`src/rtl/seg_addr_pkg.sv`:
```
// Shared codes for the segmented address unit: offset source registers
// and segment register identifiers as they appear on the ports.
package seg_addr_pkg;

    // Register the data offset was formed from; selects the default segment.
    typedef enum logic [2:0] {
        OFS_DIRECT = 3'd0,
        OFS_BX     = 3'd1,
        OFS_SI     = 3'd2,
        OFS_DI     = 3'd3,
        OFS_BP     = 3'd4
    } ofs_base_e;

    // Segment register identifiers used by the override field.
    typedef enum logic [1:0] {
        SEG_ES = 2'd0,
        SEG_CS = 2'd1,
        SEG_SS = 2'd2,
        SEG_DS = 2'd3
    } seg_id_e;

endpackage

```
`src/rtl/seg_pick.sv`:
```
// Chooses which segment register qualifies a data reference.
// The default follows the offset source register (base pointer -> stack
// segment, all others -> data segment). An explicit override wins.
// Purely combinational.
module seg_pick
    import seg_addr_pkg::*;
(
    input  logic [2:0] ofs_base,
    input  logic       ovr_en,
    input  logic [1:0] ovr_seg,
    output seg_id_e    pick
);

    seg_id_e dflt;

    // Default segment from the offset source register.
    always_comb begin
        case (ofs_base_e'(ofs_base))
            OFS_BP:  dflt = SEG_SS;
            default: dflt = SEG_DS;
        endcase
    end

    // An override replaces the default outright.
    always_comb begin
        pick = ovr_en ? seg_id_e'(ovr_seg) : dflt;
    end

endmodule

```
`src/rtl/phys_addr.sv`:
```
// Forms a physical address from a segment and an offset: the segment is
// shifted left by SHIFT bits, the offset is added, and the sum is kept to
// PA_W bits so a carry out of the top is dropped.
module phys_addr #(
    parameter int SEG_W = 16,
    parameter int OFF_W = 16,
    parameter int PA_W  = 20,
    parameter int SHIFT = 4
) (
    input  logic [SEG_W-1:0] seg,
    input  logic [OFF_W-1:0] off,
    output logic [PA_W-1:0]  pa
);

    logic [PA_W-1:0] seg_ext;
    logic [PA_W-1:0] off_ext;

    // Widen both operands to the address width and add.
    always_comb begin
        seg_ext = PA_W'(seg) << SHIFT;
        off_ext = PA_W'(off);
        pa      = seg_ext + off_ext;
    end

endmodule

```
`src/rtl/ip_ctr.sv`:
```
// Instruction pointer register. It advances by the fetched instruction
// length on each fetch and wraps modulo 2^W. It assumes the length input is
// valid whenever fetch_en is high.
module ip_ctr #(
    parameter int             W     = 16,
    parameter int             LEN_W = 3,
    parameter logic [W-1:0]   RST   = '0
) (
    input  logic             clk,
    input  logic             rst_n,
    input  logic             fetch_en,
    input  logic [LEN_W-1:0] fetch_len,
    output logic [W-1:0]     ip
);

    // Step the pointer past each fetched instruction.
    always_ff @(posedge clk) begin
        if (!rst_n)
            ip <= RST;
        else if (fetch_en)
            ip <= ip + W'(fetch_len);
    end

endmodule

```
`src/rtl/stack_ptr.sv`:
```
// Stack pointer register with byte/word push and pop. A push takes
// priority over a pop requested in the same cycle. No limit check; the
// pointer wraps modulo 2^W. top_off is the offset of the current stack
// access: the decremented value for a push, else the current value.
module stack_ptr #(
    parameter int           W   = 16,
    parameter logic [W-1:0] RST = '0
) (
    input  logic         clk,
    input  logic         rst_n,
    input  logic         push,
    input  logic         pop,
    input  logic         word,
    output logic [W-1:0] sp,
    output logic [W-1:0] top_off
);

    localparam logic [W-1:0] STEP_BYTE = W'(1);
    localparam logic [W-1:0] STEP_WORD = W'(2);

    logic [W-1:0] step;
    logic [W-1:0] sp_dn;
    logic [W-1:0] sp_up;

    // Candidate next values and the offset shown for the current access.
    always_comb begin
        step    = word ? STEP_WORD : STEP_BYTE;
        sp_dn   = sp - step;
        sp_up   = sp + step;
        top_off = push ? sp_dn : sp;
    end

    // Commit at most one stack operation per cycle, push first.
    always_ff @(posedge clk) begin
        if (!rst_n)
            sp <= RST;
        else if (push)
            sp <= sp_dn;
        else if (pop)
            sp <= sp_up;
    end

endmodule

```
`src/rtl/seg_addr_unit.sv`:
```
// Segmented address and stack pointer unit. It produces three physical
// addresses (data reference, instruction fetch, stack access) from the
// segment registers and the offsets, and it owns the instruction and stack
// pointers. Segment values come from outside and are assumed stable for the
// cycle in which they are used. Memory and decode are outside this block.
module seg_addr_unit
    import seg_addr_pkg::*;
#(
    parameter int                 SEG_W  = 16,
    parameter int                 OFF_W  = 16,
    parameter int                 PA_W   = 20,
    parameter int                 SHIFT  = 4,
    parameter int                 LEN_W  = 3,
    parameter logic [OFF_W-1:0]   SP_RST = '0,
    parameter logic [OFF_W-1:0]   IP_RST = '0
) (
    input  logic             clk,
    input  logic             rst_n,
    input  logic [SEG_W-1:0] seg_es,
    input  logic [SEG_W-1:0] seg_cs,
    input  logic [SEG_W-1:0] seg_ss,
    input  logic [SEG_W-1:0] seg_ds,
    input  logic [OFF_W-1:0] mem_off,
    input  logic [2:0]       ofs_base,
    input  logic             ovr_en,
    input  logic [1:0]       ovr_seg,
    output logic [PA_W-1:0]  data_pa,
    input  logic             fetch_en,
    input  logic [LEN_W-1:0] fetch_len,
    output logic [OFF_W-1:0] ip_val,
    output logic [PA_W-1:0]  fetch_pa,
    input  logic             stk_push,
    input  logic             stk_pop,
    input  logic             stk_word,
    output logic [OFF_W-1:0] sp_val,
    output logic [PA_W-1:0]  stk_pa
);

    localparam int NUM_PATHS = 3;
    localparam int P_DATA    = 0;
    localparam int P_FETCH   = 1;
    localparam int P_STACK   = 2;

    seg_id_e          pick;
    logic [SEG_W-1:0] data_seg;
    logic [OFF_W-1:0] stk_off;

    logic [SEG_W-1:0] path_seg [NUM_PATHS];
    logic [OFF_W-1:0] path_off [NUM_PATHS];
    logic [PA_W-1:0]  path_pa  [NUM_PATHS];

    seg_pick u_pick (
        .ofs_base (ofs_base),
        .ovr_en   (ovr_en),
        .ovr_seg  (ovr_seg),
        .pick     (pick)
    );

    // Route the chosen segment register value to the data path.
    always_comb begin
        case (pick)
            SEG_ES:  data_seg = seg_es;
            SEG_CS:  data_seg = seg_cs;
            SEG_SS:  data_seg = seg_ss;
            default: data_seg = seg_ds;
        endcase
    end

    ip_ctr #(
        .W     (OFF_W),
        .LEN_W (LEN_W),
        .RST   (IP_RST)
    ) u_ip (
        .clk       (clk),
        .rst_n     (rst_n),
        .fetch_en  (fetch_en),
        .fetch_len (fetch_len),
        .ip        (ip_val)
    );

    stack_ptr #(
        .W   (OFF_W),
        .RST (SP_RST)
    ) u_sp (
        .clk     (clk),
        .rst_n   (rst_n),
        .push    (stk_push),
        .pop     (stk_pop),
        .word    (stk_word),
        .sp      (sp_val),
        .top_off (stk_off)
    );

    // Segment and offset for each address path.
    assign path_seg[P_DATA]  = data_seg;
    assign path_off[P_DATA]  = mem_off;
    assign path_seg[P_FETCH] = seg_cs;
    assign path_off[P_FETCH] = ip_val;
    assign path_seg[P_STACK] = seg_ss;
    assign path_off[P_STACK] = stk_off;

    // One adder per address path.
    for (genvar g = 0; g < NUM_PATHS; g++) begin : g_pa
        phys_addr #(
            .SEG_W (SEG_W),
            .OFF_W (OFF_W),
            .PA_W  (PA_W),
            .SHIFT (SHIFT)
        ) u_pa (
            .seg (path_seg[g]),
            .off (path_off[g]),
            .pa  (path_pa[g])
        );
    end

    assign data_pa  = path_pa[P_DATA];
    assign fetch_pa = path_pa[P_FETCH];
    assign stk_pa   = path_pa[P_STACK];

endmodule

```
`config.mk`:
```
export PLATFORM = sky130hd
export DESIGN_NAME = seg_addr_unit
export DESIGN_NICKNAME = d
export VERILOG_FILES = /design/src/rtl/seg_addr_pkg.sv /design/src/rtl/seg_pick.sv /design/src/rtl/phys_addr.sv /design/src/rtl/ip_ctr.sv /design/src/rtl/stack_ptr.sv /design/src/rtl/seg_addr_unit.sv
export SDC_FILE = /design/constraint.sdc
export NUM_CORES = 1
export LEC_CHECK = 0
export BUFFER_PORTS_ARGS = -buffer_cell sky130_fd_sc_hd__buf_4
export CAP_MARGIN = 10
export CORE_MARGIN = 3
export CORE_UTILIZATION = 49
export DETAILED_ROUTE_END_ITERATION = 8
export GPL_TIMING_DRIVEN = 0
export PLACE_DENSITY = 0.81
export SLEW_MARGIN = 25
export SYNTH_ARGS = -nofsm -noshare
export SYNTH_HDL_FRONTEND = slang
export SYNTH_SLANG_ARGS = --single-unit
```
`constraint.sdc`:
```
create_clock -name clk -period 5.85 [get_ports clk]
set_input_delay 0.8775 -clock clk [delete_from_list [all_inputs] [get_ports clk]]
set_output_delay 0.8775 -clock clk [all_outputs]
set_load 0.005 [all_outputs]
```
==> metrics.md <==
| Metric | Value |
|---|---|
| GPL Wtd Cong | `0.905` |
| Register-to-Register Path Depth | `9` |
| RSZ-0062 raised after global routing | `false` |
| I/O pin total | `187` |
| Worst reg2reg startpoint | `u_sp.sp[0]$_SDFFE_PN0P_` |
| Non-filler cells, final | `791` |
| Pre-CTS setup slack | `0.209 ns` |
| R2r setup slk | `3.45 ns` |
| Cell with the most instances after synthesis | `xnor2_1` |
| Largest stage delay, worst path | `0.58 ns` |
| Register Area | `641 sq um` |
| Initial antenna violation count | `0` |
| Die area | `9790 sq um` |
| Residual DRC | `0` |
| Worst skew pair latency | `0.29 ns` |
| Post-CTS Resized | `0` |
| Multi-input combinational cell area | `3370 sq um` |
| Sequential area share after synthesis | `0.151` |
| Syn Area/Cell | `8.48 sq um` |
| Part of the cycle the worst path needs | `0.983` |
| Min Hold Slack | `0.558 ns` |
| Final Util | `0.700` |
| GRT Residual Overflow | `0` |
| Die width | `98.9 um` |
| Setup ws final | `0.102 ns` |
| WS Path Type | `in2out` |
| Peak supply drop | `237 uV` |
| Hold EP | `u_ip.ip[0]$_SDFFE_PN0P_` |
| Largest net degree at the start of global routing | `12` |
| Post-synth ARST share | `0` |
| Crit-path cells | `buf_4 -> or4b_4 -> o21ai_4 -> clkbuf_1 -> mux4_2 -> ha_1 -> fa_1 -> a211oi_1 -> o21bai_1 -> a31oi_1 -> o21bai_1 -> a21oi_1 -> xnor2_1 -> buf_4` |
| Num rows | `33` |
| Hold Crit Start | `u_ip.ip[0]$_SDFFE_PN0P_` |
| Share of cells above drive strength 1 | `0.337` |
| Ys Warns | `0` |
| Cell Pwr Density | `231 nW/um^2` |
| Nets@finish | `829` |
| Vias | `4524` |
| # diodes | `0` |
| Synth cell count leaders | `xnor2_1, ha_1, o21ai_0` |
| Buffers on Ports | `179` |
| Initial drt markers | `172` |
| Max-slew violation count | `0` |
| CP Capture Type | `output port` |
| Slew HR | `0.538` |
| Initial Util | `0.510` |
| Core Box Area | `8300 sq um` |
| Vias in the first global route | `4426` |
| DRT antenna net count | `0` |
| H-tree levels | `2` |
| Final hold vios | `0` |
| Hold buffer count at cts | `0` |
| Critical path arrival | `4.87 ns` |
| Synthesis-to-layout area growth | `37.2%` |
| CP Max Fanout | `10` |
| First-pass GRT wire length | `21300 um` |
| Crit-path slowest cell | `clkbuf_1` |
| DR WL/cell | `17.2 um` |
| CP Launch Type | `input port` |
| Run status | `complete, no violations` |
| WL final | `13600 um` |
| Cells after DPL | `783` |
| Max-cap violations | `0` |
| CTS sink cnt | `32` |
| Vias per cell | `5.72` |
| Final Instance Area | `5810 sq um` |
| Cell variety after synth | `56` |
| Drt first pass iters | `5` |
| Chip height | `98.9 um` |
| Setup Viol. Count Final | `0` |
| Flops & latches, synth | `32` |
| Hold Crit Depth | `2` |
| CTS tree | `done` |
| Largest cells by area after synthesis | `dfxtp_1, ha_1, xnor2_1` |
| Post-synth EDFFs | `0` |
| Hold Crit Class | `reg2reg` |
| Clock transition at the registers of the reported paths | `0.07 ns` |
| Cells after Synth | `499` |
| Setup TNS | `0 ns` |
| Worst Clk Skew | `0.00474 ns` |
| GRT Util Overall | `0.264` |
| Root Driver | `clkbuf_8` |
| Post-route minimum period | `5.75 ns` |
| Hpwl dp | `11600 um` |
| P_leak | `2.84 nW` |
| CTS Buffer Depth | `2` |
| Worst slew pin tran | `0.694 ns` |
| Synthesized netlist net count | `643` |
| Post-layout power | `1.34 mW` |
| Yosys top cell area share | `0.151` |
| Cts bufs inserted | `5` |
| RR Endpoint | `u_sp.sp[14]$_SDFFE_PN0P_` |
| Most used DFF post-synth | `dfxtp_1` |
| Setup Fix Bufs, Post-CTS | `0` |
| Placed inst area | `5710 sq um` |
| Fillers | `669` |
| Mapped Area | `4230 sq um` |
| Critical path required time | `4.97 ns` |
| Post-synth top area cell | `dfxtp_1` |
| Peak Freq | `174 MHz` |
==> where the power goes <==
| part | switching (mW) | leakage, nW | total (mW) | internal [mW] |
|---|---|---|---|---|
| Clock | 0.0879 | 0.0479 | 0.171 | 0.0828 |
| Sequential | 0.0357 | 0.261 | 0.277 | 0.242 |
| Combinational | 0.418 | 2.53 | 0.893 | 0.475 |
==> critical path: cells and delay by family <==
kind | cells | cell delay [ns]
AOI/OAI and AO/OA | 6 | 1.34
buffers and inverters | 3 | 0.83
adders and majority gates | 2 | 0.68
and+or+nand+nor | 1 | 0.54
muxes | 1 | 0.43
xor gates and xnor gates | 1 | 0.15
==> registers in the layout (all words and copies together), names as in the netlist <==
signal   flops
u_ip.ip     16
u_sp.sp     16
==> kinds of logic after synthesis <==
| kind of cell | synth area share |
|---|---|
| multiplexers | 0.0946 |
| adder cells (fa/ha/maj) | 0.155 |
| flip-flops | 0.151 |
| AO/OA/AOI/OAI | 0.183 |
| buffers and inverters | 0.0559 |
| XOR/XNOR | 0.157 |
| AND/OR/NAND/NOR | 0.203 |
==> layer usage <==
layer  wire length, um  share of wire  vias to the layer above  track usage
met2              6770           0.50                      183        0.470
met3              1030          0.075                       31       0.0396
li1                  -              -                     2162            -
met1              5420           0.40                     2148        0.323
met5                 0              0                        -            0
met4               420          0.031                        0       0.0914
==> final cells by class <==
class | instances | share of cell area
well taps | 105 | 0.0226
clock buffers | 5 | 0.0119
multi-input cells | 421 | 0.580
plain buffers | 23 | 0.0259
clock inverters | 3 | 0.00323
inverters | 23 | 0.0149
flip-flops and latches | 32 | 0.110
repair buffers | 179 | 0.231
==> placed cells by master, fill, tap and decap left out, types with 3 or more instances in the layout <==
cell      instances
xnor2_1          44
a211oi_1          7
nor2b_1           9
fa_1              6
nand3_1          15
buf_4           187
and2_1           29
mux4_2           16
inv_1            23
nor2_1           29
nand2b_1          4
nand4_1           5
nor3_1            6
or2_2             3
o211a_1           4
a21o_1           11
ha_1             43
o21bai_1          5
nor4_1            4
o21a_1            5
clkbuf_1          8
or3_1             5
buf_2             3
o211ai_1          5
and3_1            8
a21oi_1          22
clkbuf_8          5
dfxtp_1          32
a31oi_1           3
mux2i_1           4
o21ai_0          42
nand2_1          28
xor2_1           32
buf_6             4
==> worst max-delay path by stage <==
| stage | startpoint | endpoint | slack (ns) | depth (start not counted) |
|---|---|---|---|---|
| 3_5_place_dp | stk_word | stk_pa[18] | 0.21 | 17 |
| 6_report | ofs_base[1] | data_pa[14] | 0.10 | 14 |
| 2_1_floorplan | ovr_en | data_pa[14] | 1.04 | 12 |
| 4_1_cts | stk_word | stk_pa[18] | 0.20 | 17 |
| 3_3_place_gp | ofs_base[1] | data_pa[14] | 0.31 | 14 |
| 5_1_grt | stk_word | stk_pa[18] | 0.04 | 17 |
Power figures use the tool's default switching activity.
